## config.mk

```make
export PLATFORM = sky130hd
export DESIGN_NAME = tbase_timer
export DESIGN_NICKNAME = d
export VERILOG_FILES = /design/src/rtl/tbase_pkg.sv /design/src/rtl/tbase_prescale.sv /design/src/rtl/tbase_count.sv /design/src/rtl/tbase_rdport.sv /design/src/rtl/tbase_timer.sv
export SDC_FILE = /design/constraint.sdc
export NUM_CORES = 1
export LEC_CHECK = 0
export BUFFER_PORTS_ARGS = -buffer_cell sky130_fd_sc_hd__buf_4
export CORE_MARGIN = 2
export CORE_UTILIZATION = 58
export DETAILED_ROUTE_END_ITERATION = 10
export GPL_ROUTABILITY_DRIVEN = 0
export GPL_TIMING_DRIVEN = 1
export PLACE_DENSITY = 0.84
export SYNTH_ARGS = -nofsm -noshare
export SYNTH_HDL_FRONTEND = slang
export SYNTH_SLANG_ARGS = --single-unit
```

## constraint.sdc

```tcl
create_clock -name clk -period 6.3 [get_ports clk]
set_clock_uncertainty 0.15 [all_clocks]
set_input_delay 1.89 -clock clk [delete_from_list [all_inputs] [get_ports clk]]
set_output_delay 1.89 -clock clk [all_outputs]
set_load 0.005 [all_outputs]
```

## src/rtl/tbase_pkg.sv

```systemverilog
// Shared types for the free-running time base.
// Assumes nothing beyond a plain synthesizable flow.
package tbase_pkg;

    // Byte select on the read port; the encoding is fixed by the rd_hi pin.
    typedef enum logic {
        SEL_LO = 1'b0,
        SEL_HI = 1'b1
    } byte_sel_e;

endpackage

```

## src/rtl/tbase_prescale.sv

```systemverilog
// Tick generator: one tick every div_sel+1 clocks while running.
// Assumes the phase restarts from zero whenever the block leaves standby.
// The >= compare lets a lowered divisor act at once.
module tbase_prescale #(
    parameter int DIV_W = 8
) (
    input  logic             clk,
    input  logic             rst_n,
    input  logic             run_en,
    input  logic [DIV_W-1:0] div_sel,
    output logic             tick
);

    logic [DIV_W-1:0] phase;

    // Tick when the phase has reached the divisor.
    always_comb begin
        tick = run_en && (phase >= div_sel);
    end

    // Phase counter, held at zero in standby.
    always_ff @(posedge clk) begin
        if (!rst_n || !run_en) begin
            phase <= '0;
        end else if (tick) begin
            phase <= '0;
        end else begin
            phase <= phase + DIV_W'(1);
        end
    end

endmodule

```

## src/rtl/tbase_count.sv

```systemverilog
// Up-counter with a registered wrap pulse.
// Assumes tick is only high while run_en is high.
// wrap_evt is high in the cycle the count first shows zero after a wrap.
module tbase_count #(
    parameter int CNT_W = 16
) (
    input  logic             clk,
    input  logic             rst_n,
    input  logic             run_en,
    input  logic             tick,
    output logic [CNT_W-1:0] count,
    output logic             wrap_evt
);

    // Count and wrap pulse; standby clears both.
    always_ff @(posedge clk) begin
        if (!rst_n || !run_en) begin
            count    <= '0;
            wrap_evt <= 1'b0;
        end else begin
            wrap_evt <= tick && (count == '1);
            if (tick) begin
                count <= count + CNT_W'(1);
            end
        end
    end

endmodule

```

## src/rtl/tbase_rdport.sv

```systemverilog
// Byte read port with a high-byte shadow.
// A low-byte read captures the high part. The next high-byte read
// returns that capture and consumes it. Standby drops the capture.
// Assumes CNT_W - BYTE_W <= BYTE_W, so the high part fits one byte.
module tbase_rdport
    import tbase_pkg::*;
#(
    parameter int CNT_W  = 16,
    parameter int BYTE_W = 8
) (
    input  logic              clk,
    input  logic              rst_n,
    input  logic              run_en,
    input  logic [CNT_W-1:0]  count,
    input  logic              rd_en,
    input  logic              rd_hi,
    output logic [BYTE_W-1:0] rd_data
);

    localparam int HI_W = CNT_W - BYTE_W;

    byte_sel_e       sel;
    logic [HI_W-1:0] shadow;
    logic            shadow_vld;
    logic [HI_W-1:0] hi_val;

    assign sel = byte_sel_e'(rd_hi);

    // Shadow capture on low reads, release on high reads.
    always_ff @(posedge clk) begin
        if (!rst_n || !run_en) begin
            shadow     <= '0;
            shadow_vld <= 1'b0;
        end else if (rd_en) begin
            if (sel == SEL_LO) begin
                shadow     <= count[CNT_W-1:BYTE_W];
                shadow_vld <= 1'b1;
            end else begin
                shadow_vld <= 1'b0;
            end
        end
    end

    // Select the high source, then the byte to return.
    always_comb begin
        hi_val  = shadow_vld ? shadow : count[CNT_W-1:BYTE_W];
        rd_data = (sel == SEL_HI) ? BYTE_W'(hi_val) : count[BYTE_W-1:0];
    end

endmodule

```

## src/rtl/tbase_timer.sv

```systemverilog
// Free-running time base top: prescaler, counter and byte read port.
// Assumes run_en comes from an enable bit in the same clock domain.
module tbase_timer #(
    parameter int CNT_W  = 16,
    parameter int DIV_W  = 8,
    parameter int BYTE_W = 8
) (
    input  logic              clk,
    input  logic              rst_n,
    input  logic              run_en,
    input  logic [DIV_W-1:0]  div_sel,
    input  logic              rd_en,
    input  logic              rd_hi,
    output logic [BYTE_W-1:0] rd_data,
    output logic [CNT_W-1:0]  count_o,
    output logic              wrap_evt
);

    logic tick;

    tbase_prescale #(.DIV_W(DIV_W)) u_pre (
        .clk     (clk),
        .rst_n   (rst_n),
        .run_en  (run_en),
        .div_sel (div_sel),
        .tick    (tick)
    );

    tbase_count #(.CNT_W(CNT_W)) u_cnt (
        .clk      (clk),
        .rst_n    (rst_n),
        .run_en   (run_en),
        .tick     (tick),
        .count    (count_o),
        .wrap_evt (wrap_evt)
    );

    tbase_rdport #(.CNT_W(CNT_W), .BYTE_W(BYTE_W)) u_rd (
        .clk     (clk),
        .rst_n   (rst_n),
        .run_en  (run_en),
        .count   (count_o),
        .rd_en   (rd_en),
        .rd_hi   (rd_hi),
        .rd_data (rd_data)
    );

endmodule

```

==> metrics, run 1 <==
status=complete, no violations; Final Net Count=280; Slew @ Worst Pin=0.876 ns; Row Count=20; H-tree depth=2; total power=0.454 mW; Max Freq=0.224 GHz; Seq/Total Area, Yosys=37.3%; Pint=0.364 mW; setup total negative slack=0 ns; largest net degree at the start of global routing=26; crit path capture type=output pin; Rel. slew slack=41.4%; R2R cell count=7; Avg Vias per Cell=5.58; R2R Path Start=u_pre.phase[0]$_SDFF_PP0_; Worst Path Required=4.26 ns; I/O pin count=38; Arr. time, crit path=2.42 ns; Seq cells post-synth=34; GRT Util Overall=25.2%; wire per inst=13.9 um; Die Ht=60.1 um; antenna violations before repair=0; # setup viols final=0; Post-Layout Inst Area=2230 um2; Flop pwr share=47.8%; Antenna diodes=0; crit path launch=rd_hi; final period utilization=70.9%; routed vias=1686; Setup CP Type=in -> out; share of cells above drive strength 1=22.1%; CTS tree=built; Syn Nets=245; Cell Area, Placed=2110 um2; max-slew violation count=0; drc violations=0; Final ANT Viol Nets=0; unrepaired setup endpoints after global routing=no; DIE WIDTH=60.1 um; clock root buffer=clkbuf_4; r2r setup slk=4.12 ns; Hold Path Class=reg -> reg; synth warn=0; Avg Cell Area, Syn=8.22 um2; vias in the first global route=1449; number of synthesized flops with an enable pin=0; first drt pass iteration count=4; crit path to=rd_data[1]; total global routing overflow=0; drt total wl=4190 um; Max Cap Viol=0; Netlist Area Pre-Place=1820 um2; DIE AREA=3610 um2; Critical R2R Capture=u_cnt.count[9]$_SDFFE_PP0P_; count of input and output buffers=37; postcts setup bufs=0; CP Launch Type=input port; Initial Util=60.2%; Static Leak=0.901 nW; fin crit period=4.46 ns; Clock power frac=45.9%; Reg clk slew, reported paths=0.10 ns; Main synth FF type=dfxtp_1; clock tree buffer depth=2; PostCTS Resize Cnt=0; CTS sink cnt=34; final hold vios=0; core area=3030 um2; Skew-Pair Late Insertion Delay=0.34 ns; Fillers=247; CTS Hold Bufs=0; first-pass GRT wire length=6720 um; HPWL after DPL=3030 um; CTS Buf Count=5; Power Density=204 nW/um2; First DRT Iteration DRCs=104; combinational power share=6.2%; CP Max Fanout=18; maximum vdd drop=0.200 mV; Layout area overhead=22.0%; Post-synth ARST share=0%; Yosys cell types=39; Post-Syn Instances=222; P_sw=0.0905 mW; sw frac=19.9%
==> cell type report <==
type / instances / area (um2) / share of cell area (%)
inverters: 11 / 41.3 / 1.85
flip-flops and latches: 34 / 681 / 30.6
repair buffers: 37 / 278 / 12.5
multi-input cells: 168 / 1060 / 47.6
clock buffers: 6 / 51.3 / 2.30
well taps: 44 / 55.1 / 2.47
clock inverters: 2 / 60.1 / 2.70
==> Yosys cell counts, types with 4 or more instances <==
library cell	number	share of area [%]
dfxtp_1	34	37
inv_1	11	2.3
nand3_1	8	2.2
o21ai_0	8	2.2
mux2i_1	8	4.4
nand2_1	31	6.4
clkbuf_1	6	1.2
nor2_1	21	4.3
ha_1	10	6.9
or3_1	6	2.1
a21oi_1	31	8.5
xor2_1	4	1.9
==> metrics by stage <==
step	utilization, %	hold WS [ns]	setup WS (ns)	instances
after floorplan	-	0.286	1.66	222
after global placement	69.8	0.293	1.91	294
after detailed placement	69.8	0.297	1.85	294
after CTS	73.5	0.313	1.84	302
after global routing	73.5	0.326	1.80	302
final	73.5	0.311	1.84	302
==> state kept, by name (all words and copies together) (netlist names) <==
signal / flops
u_cnt.count: 16
u_pre.phase: 8
u_cnt.wrap_evt: 1
u_rd.shadow_vld: 1
u_rd.shadow: 8
==> worst max-delay path, cell delays in order <==
cell and delay [ns]:
buf_4 0.18, nor2_1 0.06, a21oi_1 0.16, buf_4 0.14
==> cells by family after synthesis <==
| logic type | after synthesis | share of synthesized area (%) |
|---|---|---|
| and+or+nand+nor | 90 | 26.0 |
| AOI/OAI and AO/OA | 53 | 17.5 |
| DFF | 34 | 37.3 |
| buffers and inverters | 20 | 4.59 |
| adders and majority gates | 10 | 6.86 |
| muxes | 8 | 4.39 |
| xor gates and xnor gates | 7 | 3.36 |
==> layer usage <==
layer | routed length [um] | vias up | part of all wire, % | global-route usage, %
met4 | 20 | 0 | 0.48 | 6.67
met3 | 347 | 2 | 8.3 | 6.49
met5 | 0 | - | 0 | 0
li1 | - | 844 | - | -
met2 | 1950 | 63 | 47 | 38.4
met1 | 1870 | 777 | 45 | 35.2
==> layout by cell type, fill, tap and decap left out, types with 3 or more instances in the layout <==
master,count
a21o_1,3
a21oi_1,31
and3_1,3
buf_4,37
clkbuf_4,5
dfxtp_1,34
ha_1,10
inv_1,11
mux2i_1,8
nand2_1,31
nand2b_1,3
nand3_1,8
nand4b_1,3
nor2_1,21
o21ai_0,8
o31ai_1,3
or3_1,6
or4_1,3
xnor2_1,3
xor2_1,4
==> power groups by stage <==
| stage | logic (mW) | clock network [mW] | registers, mW |
|---|---|---|---|
| 6_report | 0.0283 | 0.208 | 0.217 |
| 5_1_grt | 0.0317 | 0.220 | 0.218 |
| 4_1_cts | 0.0283 | 0.212 | 0.217 |
| 3_5_place_dp | 0.0279 | 0 | 0.222 |
| 3_3_place_gp | 0.0270 | 0 | 0.222 |
| 2_1_floorplan | 0.0164 | 0 | 0.221 |
==> how the worst min path moves through the flow <==
stage / startpoint / endpoint / cells after the start
after global placement: u_rd.shadow[4]$_SDFFE_PP0P_ / u_rd.shadow[4]$_SDFFE_PP0P_ / 2
final: u_rd.shadow[5]$_SDFFE_PP0P_ / u_rd.shadow[5]$_SDFFE_PP0P_ / 2
after floorplan: u_rd.shadow[0]$_SDFFE_PP0P_ / u_rd.shadow[0]$_SDFFE_PP0P_ / 2
after detailed placement: u_rd.shadow[1]$_SDFFE_PP0P_ / u_rd.shadow[1]$_SDFFE_PP0P_ / 2
after global routing: u_rd.shadow[1]$_SDFFE_PP0P_ / u_rd.shadow[1]$_SDFFE_PP0P_ / 2
after CTS: u_rd.shadow[1]$_SDFFE_PP0P_ / u_rd.shadow[1]$_SDFFE_PP0P_ / 2
Note: power is estimated with default switching activity, not from simulation.
==> inputs of run 2 (changes only) <==
--- a/config.mk
+++ b/config.mk
@@ -7,11 +7,11 @@
 export LEC_CHECK = 0
 export BUFFER_PORTS_ARGS = -buffer_cell sky130_fd_sc_hd__buf_4
 export CORE_MARGIN = 2
-export CORE_UTILIZATION = 58
+export CORE_UTILIZATION = 49
 export DETAILED_ROUTE_END_ITERATION = 10
 export GPL_ROUTABILITY_DRIVEN = 0
 export GPL_TIMING_DRIVEN = 1
-export PLACE_DENSITY = 0.84
+export PLACE_DENSITY = 0.76
 export SYNTH_ARGS = -nofsm -noshare
 export SYNTH_HDL_FRONTEND = slang
 export SYNTH_SLANG_ARGS = --single-unit
==> constraint.sdc (replaced) <==
create_clock -name clk -period 3.65 [get_ports clk]
set_clock_uncertainty 0.15 [all_clocks]
set_input_delay 1.095 -clock clk [delete_from_list [all_inputs] [get_ports clk]]
set_output_delay 1.095 -clock clk [all_outputs]
set_load 0.005 [all_outputs]
==> metrics, run 2 (synthesis gave the netlist of run 1 again) <==
DIE WIDTH=65.0 um (+8.2%); first drt pass iteration count=4 (unchanged); core area=3610 um2 (+19%); most frequent cells in the layout=38 x buf_4, 34 x dfxtp_1, 31 x a21oi_1, 31 x nand2_1, 21 x nor2_1; # setup viols final=0 (unchanged); fin crit period=2.91 ns; wire per inst=13.8 um (-0.22%); max reg flops=16 (unchanged); final period utilization=79.8%; Rel. slew slack=63.3% (+22 points); Hold Path Class=reg -> reg; commonest non-fill, non-tap cell in the layout=buf_4; DIE AREA=4230 um2 (+17%); drc violations=0 (unchanged); postcts setup bufs=0 (unchanged); Post-Place Setup Slack=0.681 ns (-1.17 ns); final hold vios=0 (unchanged); drt total wl=4250 um (+1.4%); total global routing overflow=0 (unchanged); Reg with most FFs=u_cnt.count; clock tree buffer depth=2 (unchanged); Final Core Density=62.8% (-11 points); Static Leak=0.915 nW (+1.6%); CTS Hold Bufs=0 (unchanged); vias in the first global route=1472 (+1.6%); Skew-Pair Late Insertion Delay=0.29 ns (-0.05 ns); clock root buffer=clkbuf_8; CP Max Fanout=18 (unchanged); setup total negative slack=0 ns (unchanged); largest registers=u_cnt.count x16, u_pre.phase x8, u_rd.shadow x8; maximum vdd drop=0.245 mV (+23%); GRT Util Overall=21.4% (-3.8 points); Power Density=374 nW/um2 (+83%); crit path launch=rd_hi; unrepaired setup endpoints after global routing=no; r2r setup slk=1.48 ns (-2.64 ns); Die Ht=65.0 um (+8.2%); CP Cell Sequence=buf_4, nor2_1, a21oi_1, buf_4; crit path capture type=output pin; share of cells above drive strength 1=22.4% (+0.30 points); CP Launch Type=input port; Worst Setup Slack, final=0.737 ns (-1.10 ns); Critical R2R Capture=u_cnt.count[13]$_SDFFE_PP0P_; Max Cap Viol=0 (unchanged); Max Freq=0.343 GHz; CTS sink cnt=34 (unchanged); Layout area overhead=24.1%; total power=0.847 mW (+87%); Initial Util=50.6% (-9.7 points); I/O pin count=38 (unchanged); Final Net Count=281 (+0.36%); H-tree depth=2 (unchanged); antenna violations before repair=0 (unchanged); Final ANT Viol Nets=0 (unchanged); Worst Path Required=2.40 ns (-1.86 ns); CP max stage delay=0.19 ns (about the same); first-pass GRT wire length=7010 um (+4.3%); R2R cell count=7 (unchanged); crit-path most repeated cell=buf_4; Reg clk slew, reported paths=0.08 ns (-0.02 ns); Row Count=22 (+10%); slowest stage cell, crit path=buf_4; Avg Vias per Cell=5.44 (-2.6%); count of input and output buffers=37 (unchanged); max-slew violation count=0 (unchanged); Setup CP Type=in -> out; Arr. time, crit path=1.67 ns (-0.75 ns); Slew @ Worst Pin=0.549 ns (-0.327 ns); crit path to=rd_data[4]; R2R Path Start=u_pre.phase[0]$_SDFF_PP0_; status=complete, no violations; First DRT Iteration DRCs=132 (+27%); largest net degree at the start of global routing=26 (unchanged); routed vias=1670 (-0.95%); PostCTS Resize Cnt=0 (unchanged); CTS Buf Count=5 (unchanged); CTS tree=built; Antenna diodes=0 (unchanged); HPWL after DPL=3060 um (+1.2%)
[run 2: worst min-delay path by stage]
stage | from | endpoint | slack [ns] | depth (start not counted)
after floorplan | u_rd.shadow[0]$_SDFFE_PP0P_ | u_rd.shadow[0]$_SDFFE_PP0P_ | 0.29 | 2
after global placement | u_rd.shadow[2]$_SDFFE_PP0P_ | u_rd.shadow[2]$_SDFFE_PP0P_ | 0.29 | 2
after detailed placement | u_rd.shadow[1]$_SDFFE_PP0P_ | u_rd.shadow[1]$_SDFFE_PP0P_ | 0.30 | 2
after CTS | u_rd.shadow[1]$_SDFFE_PP0P_ | u_rd.shadow[1]$_SDFFE_PP0P_ | 0.31 | 2
after global routing | u_rd.shadow[7]$_SDFFE_PP0P_ | u_rd.shadow[7]$_SDFFE_PP0P_ | 0.33 | 2
final | u_rd.shadow[7]$_SDFFE_PP0P_ | u_rd.shadow[7]$_SDFFE_PP0P_ | 0.31 | 2
[run 2: per-stage QoR]
step	std cells	hold slack, ns	area, um2
2_1_floorplan	222	0.286	1820
3_3_place_gp	299	0.292	2130
3_5_place_dp	299	0.297	2130
4_1_cts	307	0.307	2260
5_1_grt	307	0.329	2260
6_report	307	0.306	2260
[run 2: critical path: cells and delay by family]
| kind | cells | cell delay, ns |
|---|---|---|
| compound gates | 1 | 0.17 |
| buf+inv | 2 | 0.33 |
| simple gates | 1 | 0.07 |
[run 2: per-layer routing]
layer	up-vias	global-route usage [%]	wire (um)
li1	850	-	-
met1	759	30.4	2020
met2	56	32.1	1890
met3	5	4.69	287
met4	0	7.55	51
met5	-	0	0
[run 2: where the power goes]
part | internal [mW] | leakage (nW) | total [mW] | switching [mW]
clock | 0.274 | 0.0683 | 0.422 | 0.148
combinational | 0.0237 | 0.573 | 0.0506 | 0.0269
sequential | 0.372 | 0.274 | 0.375 | 0.00277
total | 0.670 | 0.915 | 0.847 | 0.177
[run 2: final cells by class]
cell class	instances	area (um2)
Tap cell	48	60.1
Clock buffer	5	68.8
Multi-Input combinational cell	168	1060
Sequential cell	34	681
Clock inverter	3	68.8
Inverter	11	41.3
Timing Repair Buffer	38	285
Fill cell	319	1340
